File: src/rtl/fpcmp_pkg.sv
package fpcmp_pkg;

    // Class bit positions on the one-hot class outputs
    localparam int CLS_ZERO   = 0;
    localparam int CLS_DENORM = 1;
    localparam int CLS_NORMAL = 2;
    localparam int CLS_INF    = 3;
    localparam int CLS_NAN    = 4;
    localparam int CLS_N      = 5;

    // Registered state of the block
    typedef struct packed {
        logic flag;
    } cc_state_t;

endpackage

File: src/rtl/fp_class_decode.sv
module fp_class_decode
    import fpcmp_pkg::*;
#(
    parameter int EXP_W  = 8,
    parameter int FRAC_W = 23
) (
    input  logic [EXP_W-1:0]  exp_i,
    input  logic [FRAC_W-1:0] frac_i,
    output logic [CLS_N-1:0]  cls_o
);

    logic exp_all0;
    logic exp_all1;
    logic frac_nz;

    always_comb begin
        exp_all0 = (exp_i == '0);
        exp_all1 = &exp_i;
        frac_nz  = |frac_i;
        cls_o    = '0;
        if (exp_all0) begin
            cls_o[CLS_ZERO]   = !frac_nz;
            cls_o[CLS_DENORM] = frac_nz;
        end else if (exp_all1) begin
            cls_o[CLS_INF]    = !frac_nz;
            cls_o[CLS_NAN]    = frac_nz;
        end else begin
            cls_o[CLS_NORMAL] = 1'b1;
        end
    end

endmodule

File: src/rtl/fp_order_unit.sv
module fp_order_unit #(
    parameter int MAG_W = 31
) (
    input  logic             sign_a,
    input  logic             sign_b,
    input  logic [MAG_W-1:0] mag_a,
    input  logic [MAG_W-1:0] mag_b,
    input  logic             unordered,
    input  logic             both_zero,
    output logic             lt_o,
    output logic             eq_o
);

    logic mag_lt;
    logic mag_eq;

    always_comb begin
        mag_lt = (mag_a < mag_b);
        mag_eq = (mag_a == mag_b);
        if (unordered) begin
            lt_o = 1'b0;
            eq_o = 1'b0;
        end else if (both_zero) begin
            lt_o = 1'b0;
            eq_o = 1'b1;
        end else if (sign_a != sign_b) begin
            lt_o = sign_a;
            eq_o = 1'b0;
        end else if (!sign_a) begin
            lt_o = mag_lt;
            eq_o = mag_eq;
        end else begin
            lt_o = !mag_lt && !mag_eq;
            eq_o = mag_eq;
        end
    end

endmodule

File: src/rtl/fp_cond_compare.sv
module fp_cond_compare
    import fpcmp_pkg::*;
#(
    parameter int EXP_W  = 8,
    parameter int FRAC_W = 23,
    localparam int MAG_W = EXP_W + FRAC_W,
    localparam int W     = MAG_W + 1
) (
    input  logic             clk,
    input  logic             rst_n,
    input  logic [W-1:0]     opa,
    input  logic [W-1:0]     opb,
    input  logic             cmp_en,
    input  logic             cmp_le,
    input  logic             br_true,
    input  logic             br_false,
    output logic             flag,
    output logic             taken,
    output logic [CLS_N-1:0] cls_a,
    output logic [CLS_N-1:0] cls_b
);

    logic [W-1:0]     opnd [2];
    logic [CLS_N-1:0] cls  [2];
    logic             lt;
    logic             eq;
    cc_state_t        st_d;
    cc_state_t        st_q;

    assign opnd[0] = opa;
    assign opnd[1] = opb;

    for (genvar i = 0; i < 2; i++) begin : g_dec
        fp_class_decode #(
            .EXP_W (EXP_W),
            .FRAC_W(FRAC_W)
        ) u_dec (
            .exp_i (opnd[i][W-2 -: EXP_W]),
            .frac_i(opnd[i][FRAC_W-1:0]),
            .cls_o (cls[i])
        );
    end

    assign cls_a = cls[0];
    assign cls_b = cls[1];

    fp_order_unit #(
        .MAG_W(MAG_W)
    ) u_ord (
        .sign_a   (opa[W-1]),
        .sign_b   (opb[W-1]),
        .mag_a    (opa[MAG_W-1:0]),
        .mag_b    (opb[MAG_W-1:0]),
        .unordered(cls[0][CLS_NAN] | cls[1][CLS_NAN]),
        .both_zero(cls[0][CLS_ZERO] & cls[1][CLS_ZERO]),
        .lt_o     (lt),
        .eq_o     (eq)
    );

    always_comb begin
        st_d = st_q;
        if (cmp_en) begin
            st_d.flag = lt | (cmp_le & eq);
        end
    end

    always_ff @(posedge clk or negedge rst_n) begin
        if (!rst_n) begin
            st_q <= '0;
        end else begin
            st_q <= st_d;
        end
    end

    assign flag  = st_q.flag;
    assign taken = (br_true & st_q.flag) | (br_false & ~st_q.flag);

    assert_class_onehot_R4: assert property (@(posedge clk) disable iff (!rst_n)
        ($countones(cls_a) == 1) && ($countones(cls_b) == 1));

    assert_less_irreflexive_R5: assert property (@(posedge clk) disable iff (!rst_n)
        (cmp_en && !cmp_le && opa == opb) |=> !flag);

    assert_le_reflexive_R6: assert property (@(posedge clk) disable iff (!rst_n)
        (cmp_en && cmp_le && opa == opb && !cls_a[CLS_NAN]) |=> flag);

    assert_nan_unordered_R7: assert property (@(posedge clk) disable iff (!rst_n)
        (cmp_en && (cls_a[CLS_NAN] || cls_b[CLS_NAN])) |=> !flag);

    assert_signed_zero_R8: assert property (@(posedge clk) disable iff (!rst_n)
        (cmp_en && cmp_le && cls_a[CLS_ZERO] && cls_b[CLS_ZERO]) |=> flag);

    assert_neg_below_pos_R9: assert property (@(posedge clk) disable iff (!rst_n)
        (cmp_en && opa[W-1] && !opb[W-1] && !cls_a[CLS_NAN] && !cls_b[CLS_NAN]
         && !(cls_a[CLS_ZERO] && cls_b[CLS_ZERO])) |=> flag);

    assert_flag_sticky_R10: assert property (@(posedge clk) disable iff (!rst_n)
        !cmp_en |=> $stable(flag));

    assert_both_queries_R11: assert property (@(posedge clk) disable iff (!rst_n)
        (br_true && br_false) |-> taken);

endmodule

File: config.mk
export PLATFORM = sky130hd
export DESIGN_NAME = fp_cond_compare
export DESIGN_NICKNAME = d
export VERILOG_FILES = /design/src/rtl/fpcmp_pkg.sv /design/src/rtl/fp_class_decode.sv /design/src/rtl/fp_order_unit.sv /design/src/rtl/fp_cond_compare.sv
export SDC_FILE = /design/constraint.sdc
export NUM_CORES = 1
export LEC_CHECK = 0
export CAP_MARGIN = 30
export CORE_MARGIN = 3
export CORE_UTILIZATION = 35
export CTS_BUF_LIST = sky130_fd_sc_hd__clkbuf_4 sky130_fd_sc_hd__clkbuf_8 sky130_fd_sc_hd__clkbuf_16
export DETAILED_ROUTE_END_ITERATION = 16
export PLACE_DENSITY = 0.8
export SYNTH_ARGS = -nofsm -noshare
export SYNTH_HDL_FRONTEND = slang
export SYNTH_HIERARCHICAL = 1
export SYNTH_SLANG_ARGS = --single-unit
File: constraint.sdc
create_clock -name clk -period 1.1 [get_ports clk]
set_clock_uncertainty 0.05 [all_clocks]
set_input_delay 0.165 -clock clk [delete_from_list [all_inputs] [get_ports clk]]
set_output_delay 0.165 -clock clk [all_outputs]
set_load 0.005 [all_outputs]
==> results of run 1 <==
## logic make-up after synthesis
kind of cell	after synthesis	share of synthesized area (%)
xor+xnor	1	0.7480
buf+inv	34	10.90
simple gates	67	35.68
mux	1	1.282
fa+ha+maj	31	33.12
compound gates	31	16.13
flops	1	2.136
## Yosys cell counts, types with 2 or more instances
cell      count
nand3_1       4
and4_1        2
or2_1         2
nor2_1        6
o21ai_0       5
nand4_1      12
inv_1        34
nor4_1        9
ha_1         31
a21oi_1      17
a221oi_1      3
nand2_1      11
nor3_1        6
and2_1        5
nor4_2        6
## per-stage QoR
step / setup WS, ns / setup TNS, ns / utilization (%)
floorplan: -0.6701 / -0.6701 / -
global placement: -1.442 / -12.76 / 78.52
detailed placement: -1.463 / -13.02 / 78.52
CTS: -0.8518 / -5.798 / 91.44
## routing by layer
layer | track usage (%) | GRT overflow
met1 | 62.11 | 0
met4 | 86.25 | 26
met5 | 0 | 0
met2 | 94.06 | 55
met3 | 43.23 | 0
## timing repair
item,CTS
pin swaps,65
endpoints found under the hold margin,0
gates cloned,0
gates resized for setup,343
endpoints found under the setup margin,13
setup buffers,12
==> impl_metrics.tcl, run 1 <==
set metrics [dict create \
    status "did not finish" \
    stop_stage "global routing" \
    error_line "[ERROR GRT-0232] Routing congestion too high. Check the congestion heatmap in the GUI." \
    hold_buffers 0 \
    rows 20 \
    dpl_cell_area_sq_mm 0.002456 \
    synth_top_area_share_pct 33.12 \
    ys.flop_type "dfrtp_1" \
    yosysWarnings 6 \
    gp_congestion 0.8429 \
    place_hpwl_um 3977 \
    syn_area_sq_mm 0.001171 \
    synthArstFlopShare_pct 100.0 \
    synth_edf_count 0 \
    syn_area_per_cell_sq_um 7.055 \
    grt.total_usage_pct 68.87 \
    synth_top_cell_by_area "ha_1" \
    dp_cells 329 \
    grt_max_degree 4 \
    ys_ff_latch 1 \
    start_util_pct 37.44 \
    place.port_buffers 81 \
    ys_seq_area_share_pct 2.137 \
    crit_endpoint "flag$_DFFE_PN0P_/D" \
    pin_count 82 \
    worstEpCategory "register data pin" \
    syn_inst 166 \
    synth_area_leaders "ha_1 33%, inv_1 11%, a21oi_1 7.3%" \
    overflow 81 \
    synth_cell_types 28 \
    fp.dieH_um 63.85 \
    synth_nets 267 \
    die_x_um 63.85 \
]
==> inputs of run 2 (changes only) <==
--- a/config.mk
+++ b/config.mk
@@ -7,10 +7,9 @@
 export LEC_CHECK = 0
 export CAP_MARGIN = 30
 export CORE_MARGIN = 3
-export CORE_UTILIZATION = 35
-export CTS_BUF_LIST = sky130_fd_sc_hd__clkbuf_4 sky130_fd_sc_hd__clkbuf_8 sky130_fd_sc_hd__clkbuf_16
+export CORE_UTILIZATION = 20
 export DETAILED_ROUTE_END_ITERATION = 16
-export PLACE_DENSITY = 0.8
+export PLACE_DENSITY_LB_ADDON = 0.15
 export SYNTH_ARGS = -nofsm -noshare
 export SYNTH_HDL_FRONTEND = slang
 export SYNTH_HIERARCHICAL = 1
==> run 2 against run 1 <==
  * The flow now finishes, with violations (negative setup slack)
  * Synthesized area stayed put
  * Synthesized cell count stayed put
==> impl_metrics.tcl, run 2 <==
set metrics [dict create \
    syn_area_per_cell_sq_um 7.055 \
    worstPathRequired_ns 0.93 \
    ant_nets 0 \
    antenna_cells 0 \
    layout-drive-gt1-share_pct 72.35 \
    path_cells "clkdlybuf4s15_2 -> inv_2 -> ha_4 -> buf_4 -> nand4_1 -> nor4_2 -> buf_4 -> a2bb2oi_2 -> o221a_2 -> a21oi_2 -> a21oi_1" \
    r2r_end "flag$_DFFE_PN0P_" \
    synth_common_cells "34 x inv_1, 31 x ha_1, 17 x a21oi_1" \
    cpMostUsedCell "buf_4" \
    status "finished with violations" \
    grt_pass1_vias 1872 \
    antenna_found_initial 0 \
    hold_violations 0 \
    powerDensity_mw_per_mm2 345.7 \
    crit_slowest_cell "nor4_2" \
    regArea_sq_um 25.02 \
    setup_viol 11 \
    grt.total_usage_pct 15.34 \
    drtIter0Drc 31 \
    rsz0062_at_grt "true" \
    overflow 0 \
    reg2regPathDepth 3 \
    hold_path_class "in2async" \
    start_util_pct 21.01 \
    cp-end-kind "flop" \
    p_leak_nw 1.347 \
    largest_register_ffs 1 \
    drc 0 \
    hold_buffers 0 \
    syn_to_final_growth_pct 165.4 \
    place_hpwl_um 4265 \
    use_met2_pct 31.25 \
    violations "negative setup slack" \
    use_met1_pct 18.56 \
    final_area_sq_mm 0.003108 \
    ir_drop_mv 0.1486 \
    place.port_buffers 81 \
    gp_congestion 0.7710 \
    synth_top_cell_by_area "ha_1" \
    globalRouteMet3Util_pct 0.5423 \
    dr.pass1.iters 5 \
    dpl_cell_area_sq_mm 0.002604 \
    syn_area_sq_mm 0.001171 \
    final_cell_mix "56 x buf_4, 24 x ha_4, 23 x buf_6, 19 x clkbuf_2, 17 x buf_2" \
    yosysMostFrequentCell "inv_1" \
    top_usage_layer "met2" \
    r2r_start "flag$_DFFE_PN0P_" \
    yosysWarnings 6 \
    worst_skew_pair.late_latency_ns 0 \
    cp.arrival_ns 1.85 \
    maxCapViolations 0 \
    worstPathMaxFanout 2 \
    ys.flop_type "dfrtp_1" \
    wirelength_um 5230 \
    clk_pin_slew_ns 0 \
    vias_per_cell 4.661 \
    ys_ff_latch 1 \
    fp.dieH_um 82.52 \
    timing.slew.headroom_pct 78.85 \
    synthArstFlopShare_pct 100.0 \
    fin_crit_ns 2.023 \
    final_max_slew_viol_count 0 \
    layout.nets 414 \
    max_stage_delay_ns 0.33 \
    cp-start-kind "input port" \
    grt_max_degree 4 \
    wl_per_cell_um 13.66 \
    r2r_setup_slack_ns 0.27 \
    synth_nets 267 \
    synth_cell_types 28 \
    fin_cells 383 \
    fin_ws_ns -0.9228 \
    vias 1785 \
    die_x_um 82.52 \
    max_freq_mhz 494.4 \
    rows 27 \
    worst_slew_pin_slew_ns 0.3154 \
    timing.final.crit_share_pct 183.9 \
    die_area_sq_mm 0.006810 \
    synth_top_area_share_pct 33.12 \
    grt_first_pass_wirelength_um 8314 \
    synth_area_leaders "ha_1 33%, inv_1 11%, a21oi_1 7.3%" \
    fillers 532 \
    final_common_cell "buf_4" \
    dp_cells 372 \
    synth_edf_count 0 \
    core_sq_mm 0.005574 \
    multi_input_area_sq_mm 0.001638 \
    pin_count 82 \
    critPathKind "in2reg" \
    syn_inst 166 \
    ys_seq_area_share_pct 2.137 \
]
==> run 2: cell counts after synthesis <==
Identical to the previous run, type by type.
==> run 2: per-layer routing <==
layer | routed length, um | vias up
li1 | - | 908
met2 | 2810 | 49
met3 | 294 | 0
met4 | 0 | 0
met1 | 2125 | 828
met5 | 0 | -
==> run 2: logic make-up after synthesis <==
group	count (synthesis)	share of synthesized area, %
AO/OA/AOI/OAI	31	16.13
multiplexers	1	1.282
buffers and inverters	34	10.90
adder cells (fa/ha/maj)	31	33.12
flip-flops	1	2.136
XOR/XNOR	1	0.7480
AND/OR/NAND/NOR	67	35.68
==> run 2: power by group <==
part | internal (mW) | switching (mW) | total, mW | leakage, nW
clock network | 0 | 0 | 0 | 0
logic | 0.590 | 0.437 | 1.03 | 1.34
registers | 0.0428 | 0.00466 | 0.0474 | 0.0109
==> run 2: worst max-delay path, delay by kind of cell <==
kind / cells / cell delay, ns
AND/OR/NAND/NOR: 2 / 0.45
adder cells (fa/ha/maj): 1 / 0.26
buffers and inverters: 4 / 0.52
AO/OA/AOI/OAI: 4 / 0.45
==> run 2: worst max-delay path by stage <==
stage          slack, ns  cells after the start               end  startpoint
2_1_floorplan      -0.67                     10  flag$_DFFE_PN0P_     opb[22]
3_3_place_gp       -1.44                     11  flag$_DFFE_PN0P_     opb[22]
3_5_place_dp       -1.51                     11  flag$_DFFE_PN0P_     opb[22]
4_1_cts            -0.94                     10  flag$_DFFE_PN0P_     opa[30]
5_1_grt            -1.02                     11  flag$_DFFE_PN0P_     opb[29]
6_report           -0.92                     11  flag$_DFFE_PN0P_      opb[8]
==> run 2: stage by stage <==
step | power (mW) | setup slack [ns] | TNS, ns | util (%) | hold WS, ns
floorplan | 0.3260 | -0.6701 | -0.6701 | - | -0.1806
global placement | 0.8669 | -1.435 | -13.65 | 46.71 | 0.2681
detailed placement | 0.8706 | -1.507 | -13.78 | 46.71 | 0.2683
CTS | 1.005 | -0.9402 | -7.203 | 53.15 | 0.2688
global route | 1.180 | -1.017 | -5.797 | 55.76 | 0.2691
finish | 1.074 | -0.9228 | -5.160 | 55.76 | 0.2661
==> run 2: final cells by class <==
cell class	count	area share, %
inverter	34	5.314
multi-input combinational	131	52.70
timing repair buffer	145	38.28
tap	72	2.899
sequential	1	0.8052
==> run 2: timing repair <==
item	CTS	global route
setup endpoints to repair	13	12
gates resized for setup	276	109
buffers inserted	8	6
pin swaps	50	36
gates cloned	0	0
(Power assumes the default switching activity.)
